**config.mk**
```make
export PLATFORM = sky130hd
export DESIGN_NAME = adc_lane_serializer
export DESIGN_NICKNAME = d
export VERILOG_FILES = /design/src/rtl/adc_ser_pkg.sv /design/src/rtl/adc_ser_timing.sv /design/src/rtl/adc_ser_store.sv /design/src/rtl/adc_ser_pick.sv /design/src/rtl/adc_lane_serializer.sv
export SDC_FILE = /design/constraint.sdc
export NUM_CORES = 1
export LEC_CHECK = 0
export BUFFER_PORTS_ARGS = -buffer_cell sky130_fd_sc_hd__buf_4
export CORE_MARGIN = 5
export CORE_UTILIZATION = 50
export DETAILED_ROUTE_END_ITERATION = 8
export PLACE_DENSITY = 0.68
export SKIP_CTS_REPAIR_TIMING = 1
export SYNTH_ARGS = -nofsm -noshare
export SYNTH_HDL_FRONTEND = slang
export SYNTH_HIERARCHICAL = 1
export SYNTH_SLANG_ARGS = --single-unit
export TNS_END_PERCENT = 1
```
**constraint.sdc**
```tcl
create_clock -name clk_i -period 11.6 [get_ports clk_i]
set_input_delay 2.32 -clock clk_i [delete_from_list [all_inputs] [get_ports clk_i]]
set_output_delay 2.32 -clock clk_i [all_outputs]
set_load 0.1 [all_outputs]
```
**src/rtl/adc_ser_pkg.sv**
```systemverilog
package adc_ser_pkg;

  typedef enum logic [1:0] {
    MAP_BYTE  = 2'd0,
    MAP_BIT   = 2'd1,
    MAP_WORD  = 2'd2,
    MAP_SPARE = 2'd3
  } lane_map_e;

  typedef struct packed {
    logic      wide;
    logic      msb_first;
    logic      two_lane;
    lane_map_e map;
    logic      sdr;
  } ser_cfg_t;

endpackage

```
**src/rtl/adc_ser_timing.sv**
```systemverilog
module adc_ser_timing
  import adc_ser_pkg::*;
#(
  parameter int SMP_W = 14,
  parameter int PAD_W = 16,
  parameter int CNT_W = 4
) (
  input  logic             clk_i,
  input  logic             rst_ni,
  input  ser_cfg_t         cfg_d_i,
  output ser_cfg_t         cfg_q_o,
  output logic [CNT_W-1:0] cnt_q_o,
  output logic [CNT_W:0]   wlen_o,
  output logic [CNT_W:0]   flen_o,
  output logic             armed_q_o,
  output logic             par_q_o,
  output logic             ph_q_o,
  output logic             load_a_o,
  output logic             load_b_o
);

  localparam logic [CNT_W:0] NARROW_LEN = (CNT_W+1)'(SMP_W);
  localparam logic [CNT_W:0] WIDE_LEN   = (CNT_W+1)'(PAD_W);

  ser_cfg_t         cfg_q, cfg_n;
  logic [CNT_W-1:0] cnt_q, cnt_n;
  logic             armed_q, armed_n;
  logic             par_q, par_n;
  logic             ph_q, ph_n;
  logic             fstart, new_word, old_word;
  logic [CNT_W:0]   wlen, flen;

  // next-state logic: frame counter, configuration hold, word parity
  always_comb begin
    wlen     = cfg_q.wide ? WIDE_LEN : NARROW_LEN;
    flen     = cfg_q.two_lane ? (wlen >> 1) : wlen;
    fstart   = !armed_q || ({1'b0, cnt_q} == (flen - 1'b1));
    new_word = cfg_d_i.two_lane && (cfg_d_i.map == MAP_WORD);
    old_word = armed_q && cfg_q.two_lane && (cfg_q.map == MAP_WORD);

    armed_n = 1'b1;
    cnt_n   = fstart ? '0 : cnt_q + 1'b1;
    cfg_n   = fstart ? cfg_d_i : cfg_q;
    par_n   = par_q;
    if (fstart) par_n = (new_word && old_word) ? !par_q : 1'b0;
    ph_n    = armed_q ? !ph_q : 1'b0;

    load_a_o = fstart && !(new_word && par_n);
    load_b_o = fstart && new_word && par_n;
  end

  always_ff @(posedge clk_i or negedge rst_ni) begin
    if (!rst_ni) begin
      cfg_q   <= '0;
      cnt_q   <= '0;
      armed_q <= 1'b0;
      par_q   <= 1'b0;
      ph_q    <= 1'b0;
    end else begin
      cfg_q   <= cfg_n;
      cnt_q   <= cnt_n;
      armed_q <= armed_n;
      par_q   <= par_n;
      ph_q    <= ph_n;
    end
  end

  assign cfg_q_o   = cfg_q;
  assign cnt_q_o   = cnt_q;
  assign wlen_o    = wlen;
  assign flen_o    = flen;
  assign armed_q_o = armed_q;
  assign par_q_o   = par_q;
  assign ph_q_o    = ph_q;

endmodule

```
**src/rtl/adc_ser_store.sv**
```systemverilog
module adc_ser_store #(
  parameter int SMP_W = 14,
  parameter int PAD_W = 16
) (
  input  logic             clk_i,
  input  logic             rst_ni,
  input  logic             load_a_i,
  input  logic             load_b_i,
  input  logic [SMP_W-1:0] smp_i,
  output logic [PAD_W-1:0] word_a_o,
  output logic [PAD_W-1:0] word_b_o
);

  logic [PAD_W-1:0] padded;
  logic [PAD_W-1:0] word_a_q, word_a_n;
  logic [PAD_W-1:0] word_b_q, word_b_n;

  // zero padding above the sample; loads only at frame start
  always_comb begin
    padded   = PAD_W'(smp_i);
    word_a_n = load_a_i ? padded : word_a_q;
    word_b_n = load_b_i ? padded : word_b_q;
  end

  always_ff @(posedge clk_i or negedge rst_ni) begin
    if (!rst_ni) begin
      word_a_q <= '0;
      word_b_q <= '0;
    end else begin
      word_a_q <= word_a_n;
      word_b_q <= word_b_n;
    end
  end

  assign word_a_o = word_a_q;
  assign word_b_o = word_b_q;

endmodule

```
**src/rtl/adc_ser_pick.sv**
```systemverilog
module adc_ser_pick
  import adc_ser_pkg::*;
#(
  parameter int PAD_W = 16,
  parameter int CNT_W = 4
) (
  input  ser_cfg_t         cfg_i,
  input  logic [CNT_W-1:0] cnt_i,
  input  logic [CNT_W:0]   wlen_i,
  input  logic             armed_i,
  input  logic             par_i,
  input  logic [PAD_W-1:0] word_a_i,
  input  logic [PAD_W-1:0] word_b_i,
  output logic [1:0]       lane_o
);

  // lane 0 is A, lane 1 is B; bit selection
  for (genvar g = 0; g < 2; g++) begin : g_lane
    int               idx;
    int               len;
    int               half;
    int               p;
    int               pos;
    logic             upper;
    logic             active;
    logic [PAD_W-1:0] src;
    logic [PAD_W-1:0] shifted;
    logic             bit_v;

    always_comb begin
      len    = int'(wlen_i);
      half   = len / 2;
      p      = int'(cnt_i);
      pos    = p;
      upper  = 1'b0;
      src    = word_a_i;
      active = armed_i && ((g == 0) || cfg_i.two_lane);
      if (!cfg_i.two_lane) begin
        idx = cfg_i.msb_first ? (len - 1 - p) : p;
      end else begin
        case (cfg_i.map)
          MAP_BIT: begin
            idx = cfg_i.msb_first ? (len - 1 - g - 2 * p) : (2 * p + 1 - g);
          end
          MAP_WORD: begin
            src   = (g == 0) ? word_a_i : word_b_i;
            upper = (g == 0) ? par_i : !par_i;
            pos   = upper ? (half + p) : p;
            idx   = cfg_i.msb_first ? (len - 1 - pos) : pos;
          end
          default: begin
            if (cfg_i.msb_first) idx = ((g == 0) ? len : half) - 1 - p;
            else                 idx = ((g == 0) ? half : 0) + p;
          end
        endcase
      end
      shifted = src >> idx;
      bit_v   = active && (idx >= 0) && (idx < PAD_W) && shifted[0];
    end

    assign lane_o[g] = bit_v;
  end

endmodule

```
**src/rtl/adc_lane_serializer.sv**
```systemverilog
module adc_lane_serializer
  import adc_ser_pkg::*;
#(
  parameter int SMP_W = 14,
  parameter int PAD_W = 16
) (
  input  logic             clk_i,
  input  logic             rst_ni,
  input  logic [SMP_W-1:0] smp_i,
  input  logic             cfg_wide_i,
  input  logic             cfg_msb_i,
  input  logic             cfg_two_i,
  input  logic [1:0]       cfg_map_i,
  input  logic             cfg_sdr_i,
  output logic             lane_a_o,
  output logic             lane_b_o,
  output logic             frame_o,
  output logic             bclk_rise_o,
  output logic             bclk_fall_o
);

  localparam int CNT_W = $clog2(PAD_W);

  logic [1:0]       rst_sync_q;
  logic             rst_n;
  ser_cfg_t         cfg_d, cfg_q;
  logic [CNT_W-1:0] cnt_q;
  logic [CNT_W:0]   wlen, flen;
  logic             armed_q, par_q, ph_q, load_a, load_b;
  logic [PAD_W-1:0] word_a, word_b;
  logic [1:0]       lanes;

  // reset asserted at once, released through two stages
  always_ff @(posedge clk_i or negedge rst_ni) begin
    if (!rst_ni) rst_sync_q <= '0;
    else         rst_sync_q <= {rst_sync_q[0], 1'b1};
  end
  assign rst_n = rst_sync_q[1];

  always_comb begin
    cfg_d.wide      = cfg_wide_i;
    cfg_d.msb_first = cfg_msb_i;
    cfg_d.two_lane  = cfg_two_i;
    cfg_d.map       = lane_map_e'(cfg_map_i);
    cfg_d.sdr       = cfg_sdr_i;
  end

  adc_ser_timing #(.SMP_W(SMP_W), .PAD_W(PAD_W), .CNT_W(CNT_W)) u_timing (
    .clk_i    (clk_i),
    .rst_ni   (rst_n),
    .cfg_d_i  (cfg_d),
    .cfg_q_o  (cfg_q),
    .cnt_q_o  (cnt_q),
    .wlen_o   (wlen),
    .flen_o   (flen),
    .armed_q_o(armed_q),
    .par_q_o  (par_q),
    .ph_q_o   (ph_q),
    .load_a_o (load_a),
    .load_b_o (load_b)
  );

  adc_ser_store #(.SMP_W(SMP_W), .PAD_W(PAD_W)) u_store (
    .clk_i   (clk_i),
    .rst_ni  (rst_n),
    .load_a_i(load_a),
    .load_b_i(load_b),
    .smp_i   (smp_i),
    .word_a_o(word_a),
    .word_b_o(word_b)
  );

  adc_ser_pick #(.PAD_W(PAD_W), .CNT_W(CNT_W)) u_pick (
    .cfg_i   (cfg_q),
    .cnt_i   (cnt_q),
    .wlen_i  (wlen),
    .armed_i (armed_q),
    .par_i   (par_q),
    .word_a_i(word_a),
    .word_b_i(word_b),
    .lane_o  (lanes)
  );

  // frame marker and bit-clock edge flags
  assign lane_a_o    = lanes[0];
  assign lane_b_o    = lanes[1];
  assign frame_o     = armed_q && ({1'b0, cnt_q} < (flen >> 1));
  assign bclk_rise_o = armed_q && (cfg_q.sdr || !ph_q);
  assign bclk_fall_o = armed_q && (cfg_q.sdr || ph_q);

endmodule

```
==> impl_metrics.ini <==
[status]
status = complete, no violations

[layout]
synthToLayoutAreaGrowth_pct = 5.71
drive_gt1_share_pct = 18.0
n_antenna_cell = 0
nets = 635

[detailed_routing]
firstDrtPassIters = 7
antenna_left = 0
wl_per_cell_microns = 18.7
viasPerCell = 6.15
post-route-drc-count = 0
vias = 4235
postRouteWirelength_microns = 12900
drt_iter0_markers = 294

[sta]
worst_slack_ps = 3240
rsz0062_at_grt = no
finalClockSkew_ps = 8.47
totalNegativeSetupSlack_ps = 0
drv_slew = 0
clock.fmax_ghz = 0.120
min_period_ps = 8360
finalSetupViolations = 0
slew_headroom_pct = 19.4
max_slew.worst_pin.slew_ps = 1210
post-route-period-util_pct = 72.0
hold_viol = 0

[yosys]
avgSynthCellArea_sq_um = 9.14
synth-main-ff-cell = dfrtp_1
synth_cell_types = 78
synth.top_cell.area_share_pct = 21.5
synthTopCellsByArea = dfrtp_1 (22%), ha_1 (13%), mux2_2 (7.9%)
syn_area_sq_um = 5000
synth-seq-cells = 43
post-synth-top-area-cell = dfrtp_1
synthArstFlopShare_pct = 100
yosysWarnings = 6
ys_seq_area_share_pct = 21.5
synth_edf_count = 0
synth_cells = 547

[worst_hold_path]
hp-class = flop to async pin

[critical_path]
critPathKind = flop to primary output
required_ps = 9280
end_kind = primary output
cp_max_fo = 18
cp.arrival_ps = 6040
cp-start-kind = flop

[floorplanning]
rows = 36
start_util_pct = 51.1
dieWidth_microns = 110
die_y_microns = 110
pin_count = 27
die_area_sq_um = 12100
core_sq_um = 9770

[cts]
cts_tree = yes
path_clk_slew_ps = 80
clk_path_buf_depth = 2
htreeDepth = 2
clock-root-buffer = clkbuf_8
clk_latency_ps = 300
numCtsBuffers = 5
clock-sinks = 43

[place]
globalplace.congestion = 0.960
pre_cts_slack_ps = 3680
dp_hpwl_microns = 9690
io_buffers = 26

[global_routing]
antenna_found_initial = 0
grt_pass1_vias = 4099
overflow = 0
grt_start_max_net_pins = 42
grt_pass1_wl_microns = 20900
grt_usage_pct = 22.0

[job]
maxCapViolations = 0
-- cell type report --
| type | count | area (sq um) |
|---|---|---|
| sequential | 43 | 1080 |
| clock buffer | 7 | 96.3 |
| tap | 133 | 166 |
| fill | 887 | 4490 |
| clock inverter | 1 | 7.51 |
| multi-input combinational | 439 | 3570 |
| timing repair buffer | 31 | 233 |
| inverter | 35 | 131 |
-- stage by stage --
step | instances | hold slack (ps) | cell area, sq um | utilization, %
6_report | 689 | 302 | 5280 | 54.1
5_1_grt | 689 | 367 | 5280 | 54.1
4_1_cts | 689 | 332 | 5280 | 54.1
3_5_place_dp | 681 | 324 | 5180 | 53.0
3_3_place_gp | 681 | 313 | 5180 | 53.0
2_1_floorplan | 550 | 331 | 5010 | -
-- per-layer routing --
layer | share of wire [%] | vias up | wire (microns) | track usage (%)
li1 | - | 2005 | - | -
met1 | 44 | 2036 | 5680 | 29.7
met2 | 46 | 155 | 5970 | 35.1
met3 | 5.8 | 39 | 746 | 2.97
met4 | 3.9 | 0 | 507 | 9.62
met5 | 0 | - | 0 | 0
-- layout by cell type, fill, tap and decap left out, drive strengths merged, types with 15 or more instances in the layout --
master	n
buf	31
nor2	19
nor2b	18
a21oi	38
dfrtp	43
o21ai	23
xnor2	15
ha	52
nand2	37
mux2i	25
inv	35
mux2	42
-- cell usage after synthesis, types with 7 or more instances --
cell / instances
buf_4: 14
a21oi_1: 37
nand4_1: 7
dfrtp_1: 43
nand2_1: 36
mux2i_1: 25
a21o_1: 8
buf_2: 8
inv_1: 34
mux2_2: 35
xnor2_1: 13
nor3_1: 7
nand2b_1: 11
nand3b_1: 7
a211oi_1: 8
ha_1: 52
nor2_1: 19
nor2b_1: 18
nand3_1: 13
and3_1: 8
o21ai_0: 21
-- state kept, by name (all words and copies together), names as in the netlist --
register            flops
u_timing/ph_q_o         1
u_timing/cnt_q_o        4
u_store/word_b_o       14
u_store/word_a_o       14
u_timing/cfg_q_o        6
u_timing/par_q_o        1
rst_sync_q              2
u_timing/armed_q_o      1
-- critical path, stage by stage, from the launching register on --
cell and delay (ps):
dfrtp_1 510, inv_1 500, ha_1 350, inv_1 100, fa_1 430, xnor2_2 270
a21oi_1 110, ha_1 390, nand2_1 70, o21ai_0 300, a21oi_1 130, o21bai_1 210
nand2b_1 140, ha_1 230, or4b_2 660, o311ai_0 320, o311ai_0 200, a221oi_1 290
o221a_1 240, buf_4 290
-- cell families (layout without fill, tap and decap cells) --
| logic type | count (synthesis) | count (layout) | share of synthesized area, % |
|---|---|---|---|
| and+or+nand+nor | 156 | 156 | 17.9 |
| AOI/OAI and AO/OA | 130 | 130 | 18.8 |
| buffers and inverters | 68 | 74 | 7.21 |
| muxes | 67 | 67 | 14.9 |
| adders and majority gates | 58 | 58 | 15.4 |
| DFF | 43 | 43 | 21.5 |
| xor gates and xnor gates | 21 | 21 | 3.98 |
| other | 4 | 7 | 0.300 |
-- path summary, 6_finish.rpt --
kind / from / endpoint / slack, ps / cells after the start
worst min register to register: rst_sync_q[1] / u_timing/cfg_q_o[0] / 300 / 1
min in group clk_i: rst_sync_q[0] / rst_sync_q[1] / 360 / 0
worst max register to register: u_timing/cfg_q_o[5] / u_store/word_a_o[8] / 8730 / 6
worst min-delay path: rst_sync_q[1] / u_timing/cfg_q_o[0] / 300 / 1
max in group asynchronous: rst_ni / rst_sync_q[1] / 9730 / 1
worst max-delay path: u_timing/cfg_q_o[5] / lane_a_o / 3240 / 19
Power is left out: the tool's default activity adds up to more than one toggle a clock period on the data nets, which glitch-free logic cannot reach.
